`src/rtl/wipe_pkg.sv`:
```
// Package: shared widths and the clockwise sweep table for the wipe sequencer.
// Assumes a 7-segment digit and a 3-bit sweep step; a bit value of 1 means lit.
package wipe_pkg;
    localparam int SEG_W  = 7;
    localparam int STEP_W = 3;
    localparam logic [SEG_W-1:0] SEG_LIT  = 7'h7F;
    localparam logic [SEG_W-1:0] SEG_DARK = 7'h00;

    // Maps a sweep step to its pattern; step 0 is fully lit, steps 7..1 drop one segment each.
    function automatic logic [SEG_W-1:0] sweep_pattern(input logic [STEP_W-1:0] step);
        logic [SEG_W-1:0] pat;
        case (step)
            3'd7:    pat = 7'b1111110;
            3'd6:    pat = 7'b1011110;
            3'd5:    pat = 7'b0011110;
            3'd4:    pat = 7'b0011100;
            3'd3:    pat = 7'b0011000;
            3'd2:    pat = 7'b0010000;
            3'd1:    pat = 7'b0000000;
            default: pat = SEG_LIT;
        endcase
        return pat;
    endfunction
endpackage

```
`src/rtl/wipe_ctrl.sv`:
```
// Module: wipe_ctrl
// Holds the shared digit index, the step counter, the run state and the done flag.
// Exposes the next-state values so digit registers update on the same edge.
// Assumes NUM_DIGITS >= 2; the step runs 0, 7, 6, ..., 1 and then hands off.
module wipe_ctrl #(
    parameter int NUM_DIGITS = 4,
    localparam int IDX_W = $clog2(NUM_DIGITS)
) (
    input  logic                       clk,
    input  logic                       rst_n,
    input  logic                       start_i,
    input  logic                       tick_i,
    output logic [IDX_W-1:0]           nxt_idx_o,
    output logic [wipe_pkg::STEP_W-1:0] nxt_step_o,
    output logic                       nxt_done_o,
    output logic                       done_o
);
    import wipe_pkg::*;

    localparam logic [IDX_W-1:0]  LAST_IDX  = IDX_W'(NUM_DIGITS - 1);
    localparam logic [STEP_W-1:0] STEP_TOP  = '1;
    localparam logic [STEP_W-1:0] STEP_LAST = STEP_W'(1);

    logic [IDX_W-1:0]  idx_q,  idx_d;
    logic [STEP_W-1:0] step_q, step_d;
    logic              run_q,  run_d;
    logic              done_q, done_d;

    // Next-state: accept start when not running, otherwise advance on tick.
    always_comb begin
        idx_d  = idx_q;
        step_d = step_q;
        run_d  = run_q;
        done_d = done_q;
        if (start_i && !run_q) begin
            idx_d  = '0;
            step_d = '0;
            run_d  = 1'b1;
            done_d = 1'b0;
        end else if (run_q && tick_i) begin
            if (step_q == '0) begin
                step_d = STEP_TOP;
            end else if (step_q == STEP_LAST) begin
                step_d = '0;
                if (idx_q == LAST_IDX) begin
                    run_d  = 1'b0;
                    done_d = 1'b1;
                end else begin
                    idx_d = idx_q + 1'b1;
                end
            end else begin
                step_d = step_q - 1'b1;
            end
        end
    end

    // State registers with synchronous active-low reset.
    always_ff @(posedge clk) begin
        if (!rst_n) begin
            idx_q  <= '0;
            step_q <= '0;
            run_q  <= 1'b0;
            done_q <= 1'b0;
        end else begin
            idx_q  <= idx_d;
            step_q <= step_d;
            run_q  <= run_d;
            done_q <= done_d;
        end
    end

    assign nxt_idx_o  = idx_d;
    assign nxt_step_o = step_d;
    assign nxt_done_o = done_d;
    assign done_o     = done_q;
endmodule

```
`src/rtl/wipe_digit.sv`:
```
// Module: wipe_digit
// Registered segment bus for one digit at position DIG_ID.
// It is dark once the sequence has passed it, plays the sweep table while
// active, and stays lit before its turn. Assumes the inputs are next-state values.
module wipe_digit #(
    parameter int NUM_DIGITS = 4,
    parameter int DIG_ID     = 0,
    localparam int IDX_W = $clog2(NUM_DIGITS)
) (
    input  logic                        clk,
    input  logic                        rst_n,
    input  logic [IDX_W-1:0]            nxt_idx_i,
    input  logic [wipe_pkg::STEP_W-1:0] nxt_step_i,
    input  logic                        nxt_done_i,
    output logic [wipe_pkg::SEG_W-1:0]  seg_o
);
    import wipe_pkg::*;

    localparam logic [IDX_W-1:0] MY_IDX = IDX_W'(DIG_ID);

    logic [SEG_W-1:0] seg_d;

    // Choose this digit's pattern from its position relative to the active index.
    always_comb begin
        if (nxt_done_i || (nxt_idx_i > MY_IDX)) begin
            seg_d = SEG_DARK;
        end else if (nxt_idx_i == MY_IDX) begin
            seg_d = sweep_pattern(nxt_step_i);
        end else begin
            seg_d = SEG_LIT;
        end
    end

    // Output register, lit after reset.
    always_ff @(posedge clk) begin
        if (!rst_n) begin
            seg_o <= SEG_LIT;
        end else begin
            seg_o <= seg_d;
        end
    end
endmodule

```
`src/rtl/seg_wipe_seq.sv`:
```
// Module: seg_wipe_seq (top)
// Four-digit staged blank-out: one controller shared by a row of digit registers.
// Assumes tick_i is a one-cycle enable produced elsewhere; 1 = lit segment.
module seg_wipe_seq #(
    parameter int NUM_DIGITS = 4,
    localparam int IDX_W = $clog2(NUM_DIGITS)
) (
    input  logic                                        clk,
    input  logic                                        rst_n,
    input  logic                                        start_i,
    input  logic                                        tick_i,
    output logic [NUM_DIGITS-1:0][wipe_pkg::SEG_W-1:0]  seg_o,
    output logic                                        done_o
);
    import wipe_pkg::*;

    logic [IDX_W-1:0]  nxt_idx;
    logic [STEP_W-1:0] nxt_step;
    logic              nxt_done;

    wipe_ctrl #(.NUM_DIGITS(NUM_DIGITS)) u_ctrl (
        .clk        (clk),
        .rst_n      (rst_n),
        .start_i    (start_i),
        .tick_i     (tick_i),
        .nxt_idx_o  (nxt_idx),
        .nxt_step_o (nxt_step),
        .nxt_done_o (nxt_done),
        .done_o     (done_o)
    );

    for (genvar g = 0; g < NUM_DIGITS; g++) begin : g_digit
        wipe_digit #(.NUM_DIGITS(NUM_DIGITS), .DIG_ID(g)) u_digit (
            .clk        (clk),
            .rst_n      (rst_n),
            .nxt_idx_i  (nxt_idx),
            .nxt_step_i (nxt_step),
            .nxt_done_i (nxt_done),
            .seg_o      (seg_o[g])
        );
    end
endmodule

```
`config.mk`:
```
export PLATFORM = sky130hd
export DESIGN_NAME = seg_wipe_seq
export DESIGN_NICKNAME = d
export VERILOG_FILES = /design/src/rtl/wipe_pkg.sv /design/src/rtl/wipe_ctrl.sv /design/src/rtl/wipe_digit.sv /design/src/rtl/seg_wipe_seq.sv
export SDC_FILE = /design/constraint.sdc
export NUM_CORES = 1
export LEC_CHECK = 0
export ABC_AREA = 1
export CORE_ASPECT_RATIO = 0.9
export CORE_MARGIN = 2
export CORE_UTILIZATION = 48
export CTS_CLUSTER_DIAMETER = 50
export DETAILED_ROUTE_END_ITERATION = 7
export PLACE_DENSITY = 0.87
export SYNTH_ARGS = -nofsm -noshare
export SYNTH_HDL_FRONTEND = slang
export SYNTH_SLANG_ARGS = --single-unit
```
`constraint.sdc`:
```
create_clock -name clk -period 2.4 [get_ports clk]
set_clock_uncertainty 0.05 [all_clocks]
set_input_delay 0.24 -clock clk [delete_from_list [all_inputs] [get_ports clk]]
set_output_delay 0.24 -clock clk [all_outputs]
set_load 0.02 [all_outputs]
```
# Word-level counts from Yosys, hierarchy flattened
# Cells that the tools add are included.
[classes]
add_sub_neg = 2
n_eq_ne = 13
mux = 28
reduce_logical = 13
n_lt_le_gt_ge = 4
[op_table]
columns = ["op", "count"]
rows = [
  ["two-way mux 7 bit", 8],
  ["case mux 7 bit (7 select lines)", 1],
  ["equality test 3 bit, second input constant", 4],
  ["two-way mux 3 bit", 4],
  ["two-way mux 1 bit", 10],
  ["two-way mux 2 bit", 5],
  ["equality test 2 bit, second input constant", 3],
  ["equality test 3 x 1 -> 1 bit, second input constant", 2],
  ["equality test 3 x 2 -> 1 bit, second input constant", 2],
  ["nonzero test 2 bit", 3],
  ["greater-than comparator 2 x 1 -> 1 bit, second input constant", 2],
  ["greater-than comparator 2 bit, second input constant", 2],
  ["logical OR 1 bit", 4],
  ["AND reduction 4 bit", 1],
  ["zero test 3 bit", 1],
  ["subtractor 3 x 1 -> 3 bit, second input constant", 1],
  ["adder 2 x 1 -> 2 bit, second input constant", 1],
  ["equality test 2 x 1 -> 1 bit, second input constant", 1],
  ["logical AND 1 bit", 2],
  ["zero test 2 bit", 1],
  ["inequality test 2 x 1 -> 1 bit, second input constant", 1],
  ["zero test 1 bit", 1],
]
[totals]
word_cells = 68
out_inout_bits = 29
regBits = 35

# Longest topological paths before layout
[logic_depth]
depth_word = 9
ltp_mapped = 13
mapped_depth_nobuf = 13

# By module
# Synthesis repeated with hierarchy kept, for this count alone.
[unflattened]
cells_unflattened = 213
hier_area_um2 = 1576.5
[by_module_without_submodules]
columns = ["module", "area_per_inst_um2", "n_inst", "seq_area_each_um2", "cells_per_inst"]
rows = [
  ["wipe_ctrl", 445.4, 1, 140.1, 66],
  ["wipe_digit at g_digit[2].u_digit", 292.8, 1, 140.1, 38],
  ["wipe_digit at g_digit[0].u_digit", 291.5, 1, 140.1, 37],
  ["wipe_digit at g_digit[1].u_digit", 290.3, 1, 140.1, 38],
  ["wipe_digit at g_digit[3].u_digit", 256.5, 1, 140.1, 34],
]

# Least setup slack after synthesis
# No wires, ideal clock.
[synth_timing]
path_kind = "reg2reg"
start = "register u_ctrl.step_q[0]"
end = "register g_digit[2].u_digit.seg_o[4] in the netlist's numbering"
n_path_buf = 0
path_stages_with_launch = 11
setup_ns = 0.126
required_time_ns = 2.224
slack_ns = 0.750
arrival_ns = 1.474
period_less_slack_ns = 1.650
cell_sequence = "dfxtp_1 -> inv_1 -> ha_1 -> a21oi_4 -> o21ai_1 -> nand2_2 -> nand2_2 -> nor2_2 -> nand2_1 -> nand2_1 -> nand2_1"
[synth_via]
elab_chain_len = 9
elab_cells_between_ends = 28
[synth_lines]
columns = ["item", "line", "rtl"]
rows = [
  ["start: declaration", "wipe_ctrl.sv:25", "logic [STEP_W-1:0] step_q, step_d;"],
  ["start signal: assignment", "wipe_ctrl.sv:66", "step_q <= step_d;"],
  ["subtractor 3 x 1 -> 3 bit or equality test 3 x 1 -> 1 bit (tied branches)", "wipe_ctrl.sv:52, wipe_ctrl.sv:43", ""],
  ["two-way mux 3 bit", "wipe_ctrl.sv:43", "end else if (step_q == STEP_LAST) begin"],
  ["two-way mux 3 bit", "wipe_ctrl.sv:41", "if (step_q == '0) begin"],
  ["two-way mux 3 bit", "wipe_ctrl.sv:40", "end else if (run_q && tick_i) begin"],
  ["two-way mux 3 bit", "wipe_ctrl.sv:35", "if (start_i && !run_q) begin"],
  ["equality test 3 x 1 -> 1 bit, or another cell as far along", "wipe_pkg.sv:12", "case (step)"],
  ["case mux 7 bit (7 select lines)", "wipe_pkg.sv:12", ""],
  ["two-way mux 7 bit", "wipe_digit.sv:27", "end else if (nxt_idx_i == MY_IDX) begin"],
  ["two-way mux 7 bit (*)", "wipe_digit.sv:25", "if (nxt_done_i || (nxt_idx_i > MY_IDX)) begin"],
  ["end signal: assignment", "wipe_digit.sv:39", "seg_o <= seg_d;"],
  ["end: declaration", "wipe_digit.sv:15", "output logic [wipe_pkg::SEG_W-1:0] seg_o"],
]
# Mark *: on every way between the ends. The rest lies on a longest branch, timed or not.
# A chain may end at the register's enable or synchronous reset.

# Worst setup path in the final report
[layout_timing]
start = "register u_ctrl.step_q[1]"
end = "register g_digit[2].u_digit.seg_o[6] in the netlist's numbering"
# The elaborated chain is that of the path after synthesis.

==> results.toml <==
[setup_path]
arrival_ns = 2.13
reg2reg_depth = 11
r2r_start = "u_ctrl.step_q[1]"
worstPathMaxFanout = 6
end_kind = "flip-flop"
r2r_end = "g_digit[2].u_digit.seg_o[6]"
cp.required_ns = 2.59
crit_type = "flip-flop to flip-flop"
ff2ff_setup_slack_ns = 0.46
setup.worst_path.start_class = "flip-flop"

[power]
clkPwrFrac_pct = 28.6
peakVddDrop_mv = 0.2677
sw_frac_of_total_pct = 27.94
internal-power_w = 0.0007625
power_w = 0.001058
p_per_area_nw_per_um2 = 576.9
p_comb_share_pct = 14.4
p_switching_w = 0.0002957
pwr-share-seq_pct = 57.0
p_leak_nw = 0.8255

[status]
status = "finished, final reports clean"

[synth]
async_flop_share_pct = 0
syn-cell-area_um2 = 1410
synth_edf_count = 0
synth.area.top_cells = "dfxtp_1 (50%), nand2_1 (15%), inv_1 (5.3%)"
synth_cell_types = 23
synth_warnings = 0
synth-seq-cells = 35
synth_most_common_cell = "nand2_1"
avgSynthCellArea_um2 = 7.834
yosys.area.top_type_share_pct = 49.69
yosys.area.top_type = "dfxtp_1"
synth.yosys.seq_area_share_pct = 49.69
synth_ff_type = "dfxtp_1"
synth_nets = 187
syn_inst = 180
synthTopCellsByCount = "nand2_1 (57), dfxtp_1 (35), inv_1 (20), nor2_1 (11), o21ai_0 (11)"

[floorplan]
io_pins = 33
rows = 18
die_area_um2 = 3388
start_util_pct = 50.90
fp.dieH_um = 55.42
die_w_um = 61.13
coreArea_um2 = 2770

[timing]
tns_ns = 0
tightest_slew_ns = 0.4163
fmax_ghz = 0.5165
fin_crit_sh_pct = 80.67
rsz0062_at_grt = "false"
finalHoldViolCount = 0
max_slew_margin_pct = 72.09
drv_slew = 0
fin_crit_ns = 1.936
final-setup-viol-count = 0

[clock_network]
cts_buffers = 5
cts_tree = "built"
cts_resized = 0
holdBufCountCts = 0
clk-insertion-delay-late_ns = 0.34
clock_sinks = 35
root_buffer = "clkbuf_4"
cts.clk_slew.worst_paths_ns = 0.10
htreeDepth = 2
post_cts_buffers = 0
clk_path_buf_depth = 2

[finish]
fin_nets = 225
antenna_cells = 0
fin_util_pct = 66.22
nFillCells = 241
design_area_um2 = 1834
layout-area-overhead-vs-synth_pct = 30.08
drive_gt1_share_pct = 14.61
instances_no_fill = 259

[run]
max-cap-violations = 0

[placement]
place_area_um2 = 1780
port_buffers = 32
dp_hpwl_um = 2175
placed_cells = 251
gp_congestion = 0.8283

[min_path]
min_to = "u_ctrl.run_q"
hold_path.startpoint = "u_ctrl.run_q"
worstHoldPathCells = 2
hold_class = "flip-flop to flip-flop"

[global_route]
overflow = 0
grt_pass1_vias = 1164
grt_start_max_net_pins = 22
grt_pass1_wl_um = 5023
antenna_found_initial = 0
track_usage_pct = 20.54

[route]
ant_nets = 0
post-route-drc-count = 0
wirelength_um = 2883
drt_iter0_markers = 20
dr.pass1.iters = 4
dr_total_vias = 1202
routedWlPerCell_um = 11.13
viasPerCell = 4.641
==> logic make-up after synthesis <==
kind of cell / synth area share (%)
DFF: 49.69
adders and majority gates: 2.662
and+or+nand+nor: 27.42
AOI/OAI and AO/OA: 13.31
buffers and inverters: 6.921
==> how the worst max path moves through the flow <==
stage	startpoint	endpoint	slack, ns	depth (start not counted)
6_report	u_ctrl.step_q[1]	g_digit[2].u_digit.seg_o[6]	0.46	11
2_1_floorplan	u_ctrl.step_q[0]	g_digit[2].u_digit.seg_o[4]	0.75	10
4_1_cts	u_ctrl.step_q[1]	g_digit[2].u_digit.seg_o[6]	0.48	11
3_3_place_gp	tick_i	g_digit[0].u_digit.seg_o[4]	0.45	10
5_1_grt	u_ctrl.step_q[1]	g_digit[2].u_digit.seg_o[1]	0.26	11
3_5_place_dp	tick_i	g_digit[1].u_digit.seg_o[3]	0.44	10
==> through the flow <==
step,hold WS [ns],setup WS [ns]
after floorplan,0.2662,0.7503
after global placement,0.4417,0.4479
after detailed placement,0.4450,0.4395
after CTS,0.4605,0.4780
after global routing,0.5069,0.2639
final,0.4593,0.4640
==> registers in the layout (all words and copies together), names as in the netlist <==
signal	flops
u_ctrl.step_q	3
u_ctrl.done_o	1
g_digit.u_digit.seg_o	28
u_ctrl.run_q	1
u_ctrl.idx_q	2
==> power by group through the flow <==
| stage | registers (W) | clock network [W] | logic [W] |
|---|---|---|---|
| CTS | 0.000603 | 0.000315 | 0.000152 |
| floorplan | 0.000631 | 0 | 0.0000856 |
| global route | 0.000605 | 0.000333 | 0.000170 |
| detailed placement | 0.000617 | 0 | 0.000151 |
| global placement | 0.000617 | 0 | 0.000148 |
| finish | 0.000603 | 0.000303 | 0.000152 |
==> worst max-delay path: stages, from the launching register on <==
cell	delay (ns)
dfxtp_1	0.31
inv_1	0.11
ha_1	0.20
inv_1	0.06
nor2_2	0.16
nand3_1	0.14
o211ai_4	0.30
inv_2	0.07
nor2_2	0.21
nand2_1	0.08
nand2_1	0.08
nand2_1	0.05
==> area by class of cell <==
class	instances	area, um2	area share [%]
inverter	24	90.09	4.911
sequential	35	700.7	38.20
clock buffer	6	41.29	2.251
clock inverter	2	12.51	0.6821
tap	40	50.05	2.729
multi-input combinational	119	611.8	33.36
timing repair buffer	33	327.8	17.87
==> layer usage <==
layer	routed length [um]	global-route usage (%)
met2	1331	29.79
met4	63	11.18
met1	1312	25.63
met3	176	7.963
met5	0	0
==> cell usage in the layout (no fill, tap or decap), types with 2 or more instances in the layout <==
cell,count
inv_2,3
nand2_1,57
o21ai_0,11
o21ai_1,3
ha_1,3
nor2_2,5
clkdlybuf4s50_1,32
nor2_1,11
a21oi_1,9
inv_1,20
clkbuf_4,5
nand2_2,6
o21ai_2,3
nand3_2,2
nand3_1,2
dfxtp_1,35
Note: power is estimated with default switching activity, not from simulation.
